<file path="config.mk">
export PLATFORM = sky130hd
export DESIGN_NAME = raw_comma_aligner
export DESIGN_NICKNAME = d
export VERILOG_FILES = /design/src/rtl/aligner_pkg.sv /design/src/rtl/align_datapath.sv /design/src/rtl/align_control.sv /design/src/rtl/raw_comma_aligner.sv
export SDC_FILE = /design/constraint.sdc
export NUM_CORES = 1
export LEC_CHECK = 0
export ABC_AREA = 1
export BUFFER_PORTS_ARGS = -buffer_cell sky130_fd_sc_hd__buf_2
export CORE_MARGIN = 1.5
export CORE_UTILIZATION = 59
export CTS_CLUSTER_DIAMETER = 120
export CTS_CLUSTER_SIZE = 28
export DETAILED_ROUTE_END_ITERATION = 8
export PLACE_DENSITY = 0.8
export SLEW_MARGIN = 40
export SYNTH_ARGS = -nofsm -noshare
export SYNTH_HDL_FRONTEND = slang
export SYNTH_HIERARCHICAL = 1
export SYNTH_SLANG_ARGS = --single-unit
</file>
<file path="constraint.sdc">
create_clock -name clk -period 4 [get_ports clk]
set_clock_uncertainty 0.2 [all_clocks]
set_input_delay 0.4 -clock clk [delete_from_list [all_inputs] [get_ports clk]]
set_output_delay 0.4 -clock clk [all_outputs]
set_load 0.005 [all_outputs]
</file>
<file path="src/rtl/aligner_pkg.sv">
package aligner_pkg;

  localparam int ALN_CHAR_W = 10;
  localparam int ALN_OFF_W  = $clog2(ALN_CHAR_W);

  // strobes from the control to the datapath
  typedef struct packed {
    logic                 valid;  // output character is aligned
    logic [ALN_OFF_W-1:0] sel;    // offset used for this cycle
  } alnStrobe_t;

endpackage

</file>
<file path="src/rtl/align_datapath.sv">
module align_datapath
  import aligner_pkg::*;
#(
  parameter int CHAR_W  = ALN_CHAR_W,
  parameter int PAT_LEN = 7,
  parameter logic [PAT_LEN-1:0] PAT = 7'b1111100
) (
  input  logic              clk,
  input  logic              rstN,
  input  logic [CHAR_W-1:0] rawIn,
  input  alnStrobe_t        strobe,
  output logic [CHAR_W-1:0] hitVec,
  output logic [CHAR_W-1:0] charQ,
  output logic              detQ,
  output logic              validQ
);

  localparam int WIN_W = 2 * CHAR_W;

  logic [CHAR_W-1:0] newWord;
  logic [CHAR_W-1:0] oldWord;
  logic [WIN_W-1:0]  window;
  logic [CHAR_W-1:0] cand [CHAR_W];
  logic [CHAR_W-1:0] selChar;
  logic              selIsComma;

  always_ff @(posedge clk) begin
    if (!rstN) begin
      newWord <= '0;
      oldWord <= '0;
    end else begin
      newWord <= rawIn;
      oldWord <= newWord;
    end
  end

  // older word in low bits: bit order equals reception order
  assign window = {newWord, oldWord};

  for (genvar k = 0; k < CHAR_W; k++) begin : g_off
    assign cand[k]   = window[k +: CHAR_W];
    assign hitVec[k] = (cand[k][PAT_LEN-1:0] == PAT);
  end

  always_comb begin
    selChar = '0;
    for (int k = 0; k < CHAR_W; k++) begin
      if (strobe.sel == ALN_OFF_W'(k)) selChar = cand[k];
    end
  end

  assign selIsComma = (selChar[PAT_LEN-1:0] == PAT);

  always_ff @(posedge clk) begin
    if (!rstN) begin
      charQ  <= '0;
      detQ   <= 1'b0;
      validQ <= 1'b0;
    end else begin
      charQ  <= strobe.valid ? selChar : '0;
      detQ   <= strobe.valid && selIsComma;
      validQ <= strobe.valid;
    end
  end

endmodule

</file>
<file path="src/rtl/align_control.sv">
module align_control
  import aligner_pkg::*;
#(
  parameter int CHAR_W = ALN_CHAR_W
) (
  input  logic                 clk,
  input  logic                 rstN,
  input  logic [CHAR_W-1:0]    hitVec,
  input  logic                 resyncEn,
  output alnStrobe_t           strobe,
  output logic [ALN_OFF_W-1:0] offsetQ,
  output logic                 lockedQ
);

  logic [ALN_OFF_W-1:0] lowOff;
  logic                 anyHit;
  logic                 curHit;
  logic                 take;

  // lowest set hit wins
  always_comb begin
    lowOff = '0;
    for (int k = CHAR_W - 1; k >= 0; k--) begin
      if (hitVec[k]) lowOff = ALN_OFF_W'(k);
    end
  end

  always_comb begin
    curHit = 1'b0;
    for (int k = 0; k < CHAR_W; k++) begin
      if (offsetQ == ALN_OFF_W'(k)) curHit = hitVec[k];
    end
  end

  assign anyHit = |hitVec;
  assign take   = anyHit && (!lockedQ || (resyncEn && !curHit));

  assign strobe.valid = lockedQ || take;
  assign strobe.sel   = take ? lowOff : offsetQ;

  always_ff @(posedge clk) begin
    if (!rstN) begin
      offsetQ <= '0;
      lockedQ <= 1'b0;
    end else begin
      if (take) offsetQ <= lowOff;
      lockedQ <= lockedQ || take;
    end
  end

endmodule

</file>
<file path="src/rtl/raw_comma_aligner.sv">
module raw_comma_aligner
  import aligner_pkg::*;
#(
  parameter int CHAR_W  = ALN_CHAR_W,
  parameter int PAT_LEN = 7,
  parameter logic [PAT_LEN-1:0] PAT = 7'b1111100
) (
  input  logic              clk,
  input  logic              rstN,
  input  logic [CHAR_W-1:0] rawIn,
  input  logic              resyncEn,
  output logic [CHAR_W-3:0] rxData,
  output logic              rxKBit,
  output logic              rxErrBit,
  output logic              commaDet,
  output logic              charValid
);

  alnStrobe_t           strobe;
  logic [CHAR_W-1:0]    hitVec;
  logic [CHAR_W-1:0]    charQ;
  logic [ALN_OFF_W-1:0] curOffset;
  logic                 lockedQ;

  align_control #(.CHAR_W(CHAR_W)) ctrl_i (
    .clk      (clk),
    .rstN     (rstN),
    .hitVec   (hitVec),
    .resyncEn (resyncEn),
    .strobe   (strobe),
    .offsetQ  (curOffset),
    .lockedQ  (lockedQ)
  );

  align_datapath #(.CHAR_W(CHAR_W), .PAT_LEN(PAT_LEN), .PAT(PAT)) dp_i (
    .clk    (clk),
    .rstN   (rstN),
    .rawIn  (rawIn),
    .strobe (strobe),
    .hitVec (hitVec),
    .charQ  (charQ),
    .detQ   (commaDet),
    .validQ (charValid)
  );

  assign rxData   = charQ[CHAR_W-3:0];
  assign rxKBit   = charQ[CHAR_W-2];
  assign rxErrBit = charQ[CHAR_W-1];

endmodule

</file>
=== Word-level counts from Yosys, hierarchy flattened ===
Index checks and enable logic that the tools add are counted.
Widths: inputs -> output; s select.

* Equal/unequal tests: 29
* Muxes and demuxes: 31
* Reduce and logical (&&, ||, !) cells: 11

{| class="wikitable"
|+ Operators with widths
! operator !! number
|-
| $mux 10 || 10
|-
| $eq 7x7->1 const B || 11
|-
| $mux 4 || 11
|-
| $eq 4x3->1 const B || 8
|-
| $eq 4x2->1 const B || 4
|-
| $eq 4x4->1 const B || 4
|-
| $mux 1 || 10
|-
| $reduce_or 10->1 || 1
|-
| $eq 4x1->1 const B || 2
|-
| $logic_not 4->1 || 2
|-
| $logic_and 1x1->1 || 3
|-
| $logic_not 1->1 || 2
|-
| $logic_or 1x1->1 || 2
|-
| $reduce_and 2->1 || 1
|}

* Output and inout port bits: 12
* Bits of input ports: 13
* Register bits: 36
* Word-level logic and storage cells: 77

=== Longest topological paths before layout ===
Gate-level depths: netlist (run 1).

* Depth in word-level cells: 29
* Mapped depth: 31
* Depth with buffers taken out: 30

=== Hierarchy ===
The synthesis (run 1) kept the hierarchy.

{| class="wikitable"
|+ Modules (own cells, without submodules)
! module !! times used !! area each (µm²) !! cells each !! seq. area each (µm²)
|-
| align_datapath || 1 || 1921.8 || 321 || 640.6
|-
| align_control || 1 || 505.5 || 90 || 100.1
|}

=== Worst setup path after synthesis (run 1) ===
Ideal clock, no wire load.

* Kind: reg2reg
* Start: register dp_i.oldWord[7]
* End: register dp_i.detQ
* Stages on the path, launching flop included: 27
* Buffers on the path: 1
* Clock period less this slack: 3.336 ns
* Required time: 3.736 ns
* Data arrival time: 3.072 ns
* Path slack: 0.664 ns
* Setup time: 0.064 ns
* Path through: dfxtp_1 > clkbuf_1 > nand2_1 > or2_2 > nor4_1 > inv_1 > nand2_1 > nand4_1 > nand2_1 > nand2_1 > nand2_2 > nand2_4 > nand2_4 > nand2_2 > nand2_1 > inv_2 > nor2_2 > nand2_2 > clkinv_2 > a21oi_1 > nand4_1 > nand2_1 > nand2_1 > nand2_1 > nor2_1 > nand3_1 > nor2_1

{| class="wikitable"
|+ RTL lines
! item !! RTL line !! source
|-
| from (decl) || align_datapath.sv:21 || <nowiki>logic [CHAR_W-1:0] oldWord;</nowiki>
|-
| from (signal assigned) || align_datapath.sv:33 || <nowiki>oldWord <= newWord;</nowiki>
|-
| to (signal assigned) || align_datapath.sv:61 || <nowiki>detQ <= strobe.valid && selIsComma;</nowiki>
|-
| to (decl) || align_datapath.sv:14 || <nowiki>output logic detQ,</nowiki>
|}

==> results of run 1 <==
## kinds of logic (layout without fill, tap and decap cells)
family                 after synthesis  in the layout
DFF                                 37             37
and+or+nand+nor                    253            253
buffers and inverters               90            116
AOI/OAI and AO/OA                   31             31
## where the power goes
group	total, mW	switching (mW)	internal, mW	leakage, nW
Combinational	0.0544	0.0358	0.0186	1.09
Sequential	0.394	0.0159	0.378	0.302
Clock	0.256	0.132	0.123	0.0385
## worst min path at each step
stage | from | to | slack, ps | depth (start not counted)
after floorplan | dp_i/newWord[9]$_SDFF_PN0_ | dp_i/oldWord[9]$_SDFF_PN0_ | 190 | 2
after global placement | dp_i/newWord[9]$_SDFF_PN0_ | dp_i/oldWord[9]$_SDFF_PN0_ | 190 | 2
after detailed placement | dp_i/newWord[9]$_SDFF_PN0_ | dp_i/oldWord[9]$_SDFF_PN0_ | 200 | 2
final | rawIn[6] | dp_i/newWord[6]$_SDFF_PN0_ | 80 | 3
after global routing | rawIn[4] | dp_i/newWord[4]$_SDFF_PN0_ | 90 | 3
after CTS | rawIn[6] | dp_i/newWord[6]$_SDFF_PN0_ | 80 | 3
## final cells by class
type / count / share of cell area
clock buffers: 7 / 0.0283
clock inverters: 1 / 0.00279
inverters: 79 / 0.111
multi-input cells: 284 / 0.502
flip-flops and latches: 37 / 0.275
well taps: 50 / 0.0232
repair buffers: 29 / 0.0585
## worst max-delay path, stage by stage (launching register included)
cell and delay (ps):
dfxtp_1 570, inv_1 260, nor4_2 470, nand2_1 90
nand3_1 90, nand3_1 60, nand2_1 60, clkinv_1 70
nand2_2 80, nand2_4 80, o21ai_2 70, nand2_1 80
inv_1 170, inv_2 60, nand2_1 140, nor2_2 100
nand2_1 80, nand2_1 60, nor2_1 110, nand4_1 120
nor2_1 130, nand4_1 140, nor2_1 140, nand3_1 90
nor2_1 80
## flip-flops by register name, indices dropped and copies added, names as in the netlist
register / cells
ctrl_i/offsetQ: 4
dp_i/charQ: 10
ctrl_i/lockedQ: 1
dp_i/detQ: 1
dp_i/newWord: 10
dp_i/validQ: 1
dp_i/oldWord: 10
## synth_stat cells (all sizes together)
| cell | number | area (µm²) |
|---|---|---|
| nand2 | 150 | 606 |
| inv | 75 | 282 |
| nor2 | 46 | 220 |
| dfxtp | 37 | 741 |
| nand3 | 28 | 153 |
| a21oi | 15 | 78.8 |
| nand4 | 15 | 93.8 |
| o21ai | 11 | 58.8 |
| clkbuf | 8 | 30.0 |
| nor4 | 6 | 37.5 |
| nor3 | 5 | 36.3 |
| clkinv | 4 | 16.3 |
| o22ai | 4 | 25.0 |
| buf | 3 | 20.0 |
| or2 | 3 | 21.3 |
| o221ai | 1 | 8.76 |
## metal layers
| layer | part of all wire | GRT usage | routed length (µm) |
|---|---|---|---|
| met1 | 0.45 | 0.423 | 2840 |
| met4 | 0.042 | 0.135 | 266 |
| met2 | 0.41 | 0.465 | 2600 |
| met5 | 0 | 0 | 0 |
| met3 | 0.090 | 0.0600 | 565 |
## per-stage QoR
| stage | hold slack [ps] | power, mW | cell area, µm² |
|---|---|---|---|
| after floorplan | 190 | 0.430 | 2430 |
| after global placement | 193 | 0.454 | 2600 |
| after detailed placement | 202 | 0.454 | 2600 |
| after CTS | 76.5 | 0.709 | 2680 |
| after global routing | 90.1 | 0.733 | 2690 |
| final | 84.4 | 0.704 | 2690 |
==> metrics, run 1 <==
status=completed; Worst Setup Path Type=flop to flop; ANT cells=0; Synth Area in Compound Gates=0.0706; Worst R2R Setup Slack=340 ps; Worst setup SP type=flop; Initial DRT Pass Iterations=7; flops & latches, synth=37; fillers=387; Max Fanout on Critical Path=9; clock tree buffer depth=2; clock net sink count=37; Sequential cell area=741 µm²; post-place setup slack=346 ps; pin count of the biggest net entering global routing=24; first-pass GRT wire length=10,500 µm; HP Class=input port to flop; TritonCTS Buffers=5; Port Buf Inserts=24; total number of vias=2,584; initial antenna violation count=0; Post-Syn Nets=424; Final setup viols=0; GPL Wtd Cong=0.983; setup_tns=0 ps; synthesized-area fraction occupied by and/or/nand/nor cells=0.481; Power Dens Cells=261 nW/µm²; Reg2Reg Depth=24; Die Height=67.1 µm; most common cell after layout, fill and taps aside=nand2_1; fin crit period=3660 ps; GRT overflow=0; row count=23; Critical Path Source=dp_i/oldWord[9]$_SDFF_PN0_; Seq/Total Area, Yosys=0.305; Initial Utilization=0.611; maxcap violations=0; DR iter-0 viols=233; number of global-route vias before repair=2,278; Post-CTS Hold Buffers=0; maximum vdd ir drop=245 µV; CP Data Required Time=4040 ps; adder-cell area share of the yosys netlist=0; Final Cycle Share=0.915; fmax=273 MHz; Worst Tran Pin Value=506 ps; Tot GR Track Use=0.307; final core utilization=0.678; Relative slew margins=0.659; worst-skew pair later-pin latency=290 ps; area grow syn2layout=11.0%; placed cell count=479; core area=3970 µm²; Synth Area in XOR/XNOR=0; RSZ-0062 raised after global routing=no; TritonCTS clock tree=built; largest family of logic cells by synthesized area=simple AND/OR/NAND/NOR gates; Critical Path End Type=flop; RR Startpoint=dp_i/oldWord[9]$_SDFF_PN0_; Slew Viols, Final=0; Post-Layout Cell Count=487; final wirelength=6270 µm; io pins=25; final hold violations=0; Cells after Synth=411; Final #Nets=449; Critical Path End=dp_i/detQ$_SDFF_PN0_; fin worst setup slack=338 ps; DPL Wire Length=4730 µm; clock root buffer=clkbuf_8; Post-CTS Resized=0; Multi-input gate area=1350 µm²; FF-to-FF End=dp_i/detQ$_SDFF_PN0_; mux contribution to synthesized area=0; CTS H-Tree Depth=2; vias per cell=5.31; DRC=0; Leak Pwr=1.43 nW; Routed Antenna Nets=0; Critical Path AT=3700 ps; syn_area_per_cell=5.91 µm²; die span in x=67.1 µm; die area=4510 µm²; synth warn=6; Clock transition at path regs=70 ps; Yosys cell types=29; synthesized area=2430 µm²; # Post-CTS Setup Buffers=0; most frequent cells in the layout=nand2_1 (139), inv_1 (63), dfxtp_1 (37), nor2_1 (35), nand3_1 (27); ratio of cells with drive above 1 in the final layout=0.181; drt wl/cell=12.9 µm
(Power assumes the default switching activity.)
==> run 2: changes to the inputs <==
--- a/config.mk
+++ b/config.mk
@@ -5,7 +5,6 @@
 export SDC_FILE = /design/constraint.sdc
 export NUM_CORES = 1
 export LEC_CHECK = 0
-export ABC_AREA = 1
 export BUFFER_PORTS_ARGS = -buffer_cell sky130_fd_sc_hd__buf_2
 export CORE_MARGIN = 1.5
 export CORE_UTILIZATION = 59
==> run 2 against run 1 <==
Compared with the run above:
- critical path depth decreased by 9
- sequential share of layout area shrank 3.0 points
- fmax decreased by 6.8%
- flip-flop and latch count unchanged
- worst setup slack worse by 270 ps
- core utilization rose by 7.0 points
- critical path type unchanged
- largest power group unchanged
==> metrics, run 2 <==
status=completed; Flop pwr share=0.505; dominant cell by count in the synthesized netlist=dfxtp_1; core area=4090 µm²; row count=23; Initial Utilization=0.630; ratio of cells with drive above 1 in the final layout=0.310; Port Buf Inserts=24; clock root buffer=clkbuf_8; Worst setup SP type=flop; clock tree buffer depth=2; net switching power=182 µW; area leader, netlist=dfxtp_1; most frequent cells in the layout=dfxtp_1 (32), nand2_1 (27), buf_4 (27), nor2_1 (25); CTS H-Tree Depth=2; Max Fanout on Critical Path=35; die area=4770 µm²; Async SR Flop Fraction=0; FF-to-FF End=dp_i/detQ$_SDFF_PN0_; DRC=0; first-pass GRT wire length=11,900 µm; synthesized area=2570 µm²; Cells after Synth=318; final core utilization=0.749; initial antenna violation count=0; DPL Wire Length=4940 µm; WHS=105 ps; DR iter-0 viols=454; Post-Syn Nets=331; Sw Ratio=0.235; HP Class=input port to flop; combinational power share=0.077; flops & latches, synth=37; area grow syn2layout=18.9%; Final Cycle Share=0.982; synth warn=6; Power Dens Cells=254 nW/µm²; maxcap violations=0; most common cell after layout, fill and taps aside=dfxtp_1; Critical Path End Type=flop; vias per cell=6.54; RR Startpoint=dp_i/oldWord[8]$_SDFF_PN0_; Routed Antenna Nets=0; Post-synth top cells=dfxtp_1 (37), nand2_1 (30), nor2_1 (26), and2_1 (24), a21oi_1 (17); final hold violations=0; Seq/Total Area, Yosys=0.288; CP Data Required Time=4010 ps; worst-skew pair later-pin latency=300 ps; Slew Viols, Final=0; clock net sink count=37; Worst Tran Pin Value=555 ps; maximum vdd ir drop=244 µV; Power, Total=776 µW; hold_sp=rawIn[0]; Synth top area share=0.288; final wirelength=7120 µm; Initial DRT Pass Iterations=5; P_int=594 µW; Die Height=69.0 µm; Yosys cell types=62; pin count of the biggest net entering global routing=36; Final setup viols=0; Relative slew margins=0.629; fillers=288; Worst R2R Setup Slack=70 ps; Worst Setup Path Type=flop to flop; post-place setup slack=-136 ps; GRT overflow=0; worst-case hold path end point=dp_i/newWord[0]$_SDFF_PN0_; GPL Wtd Cong=1.01; total number of vias=2,628; drt wl/cell=17.7 µm; fin worst setup slack=72.1 ps; fmax=255 MHz; Leak Pwr=1.14 nW; TritonCTS Buffers=5; Tot GR Track Use=0.303; io pins=25; Clk pwr share=0.418; TritonCTS clock tree=built; WHS Path Cells=2; Clock transition at path regs=80 ps; fin crit period=3930 ps; die span in x=69.0 µm; Final #Nets=364; syn_area_per_cell=8.09 µm²; synth top area cells=dfxtp_1 (29%), and2_1 (5.8%), mux2i_1 (5.8%); number of global-route vias before repair=2,377; number of synthesized flops with an enable pin=0; ANT cells=0; Reg2Reg Depth=15; Critical Path AT=3940 ps; largest registers=dp_i/charQ x10, dp_i/newWord x10, dp_i/oldWord x10; Top FF cell, synth=dfxtp_1
==> run 2: cell types whose count changed after synthesis, moves of 12 or more <==
cell | before | now
nand4_1 | 15 | 3
inv_1 | 63 | 11
mux2i_1 | 0 | 15
and2_1 | 0 | 24
nand3_1 | 27 | 6
nand2_1 | 139 | 30
==> run 2: power groups by stage <==
stage | clock [mW] | sequential (mW) | combinational, mW
detailed placement | 0 | 0.399 | 0.0548
CTS | 0.328 | 0.390 | 0.0558
global route | 0.347 | 0.393 | 0.0643
floorplan | 0 | 0.391 | 0.0394
global placement | 0 | 0.398 | 0.0543
finish | 0.325 | 0.392 | 0.0596
==> run 2: how the worst max path moves through the flow <==
stage                                     startpoint              endpoint  slack [ps]  cells past startpoint
after floorplan           dp_i/oldWord[6]$_SDFF_PN0_  dp_i/detQ$_SDFF_PN0_         140                     16
after global placement    dp_i/oldWord[5]$_SDFF_PN0_  dp_i/detQ$_SDFF_PN0_          30                     14
after detailed placement  dp_i/oldWord[5]$_SDFF_PN0_  dp_i/detQ$_SDFF_PN0_        -140                     14
after CTS                 dp_i/oldWord[5]$_SDFF_PN0_  dp_i/detQ$_SDFF_PN0_          10                     15
after global routing      dp_i/oldWord[8]$_SDFF_PN0_  dp_i/detQ$_SDFF_PN0_         -20                     13
final                     dp_i/oldWord[8]$_SDFF_PN0_  dp_i/detQ$_SDFF_PN0_          70                     15
==> run 2: metal layers <==
layer  wire, µm  up-vias  GRT usage
li1           -     1208          -
met1       3080     1232      0.426
met2       3330      173      0.471
met3        572       15     0.0482
met4        139        0      0.109
met5          0        -          0
==> run 2: logic make-up (layout without fill, tap and decap cells) <==
logic type / after synthesis / count (layout) / share of synthesized area
muxes: 27 / 27 / 0.120
DFF: 37 / 37 / 0.288
buffers and inverters: 40 / 74 / 0.0846
AOI/OAI and AO/OA: 76 / 76 / 0.213
and+or+nand+nor: 138 / 138 / 0.295
==> run 2: worst max-delay path, cell delays in order (launching register included) <==
cell and delay, ps:
dfxtp_1 390, nand2_2 140, nor4_1 70, buf_4 150
mux2i_1 180, o22ai_2 150, o41ai_4 620, nand2_4 120
mux2_4 360, buf_12 180, mux2_4 330, a221oi_2 260
nor2_1 90, a41oi_2 220, nand4_1 160, nor3_2 210
==> run 2: stage by stage <==
step                      cell area (µm²)  cells  TNS (ps)
after floorplan                      2570    318         0
after global placement               2820    392         0
after detailed placement             2820    392      -161
after CTS                            2960    400         0
after global routing                 3060    402     -18.7
final                                3060    402         0
==> run 2: timing repair <==
| item | in CTS | in global routing |
|---|---|---|
| buffers inserted | 0 | 2 |
| resized for setup | 6 | 22 |
| hold buffers | 0 | 0 |
| pin swaps | 0 | 2 |
| setup endpoints to repair | 2 | 7 |
| hold endpoints to repair | 0 | 0 |
==> run 2: layout make-up <==
type                       instances  area, µm²  area share
multi-input combinational        241       1720       0.561
clock buffer                       6       72.6      0.0237
sequential                        37        749       0.245
tap                               50       62.6      0.0204
inverter                          12       45.0      0.0147
clock inverter                     2       38.8      0.0127
timing repair buffer              54        374       0.122
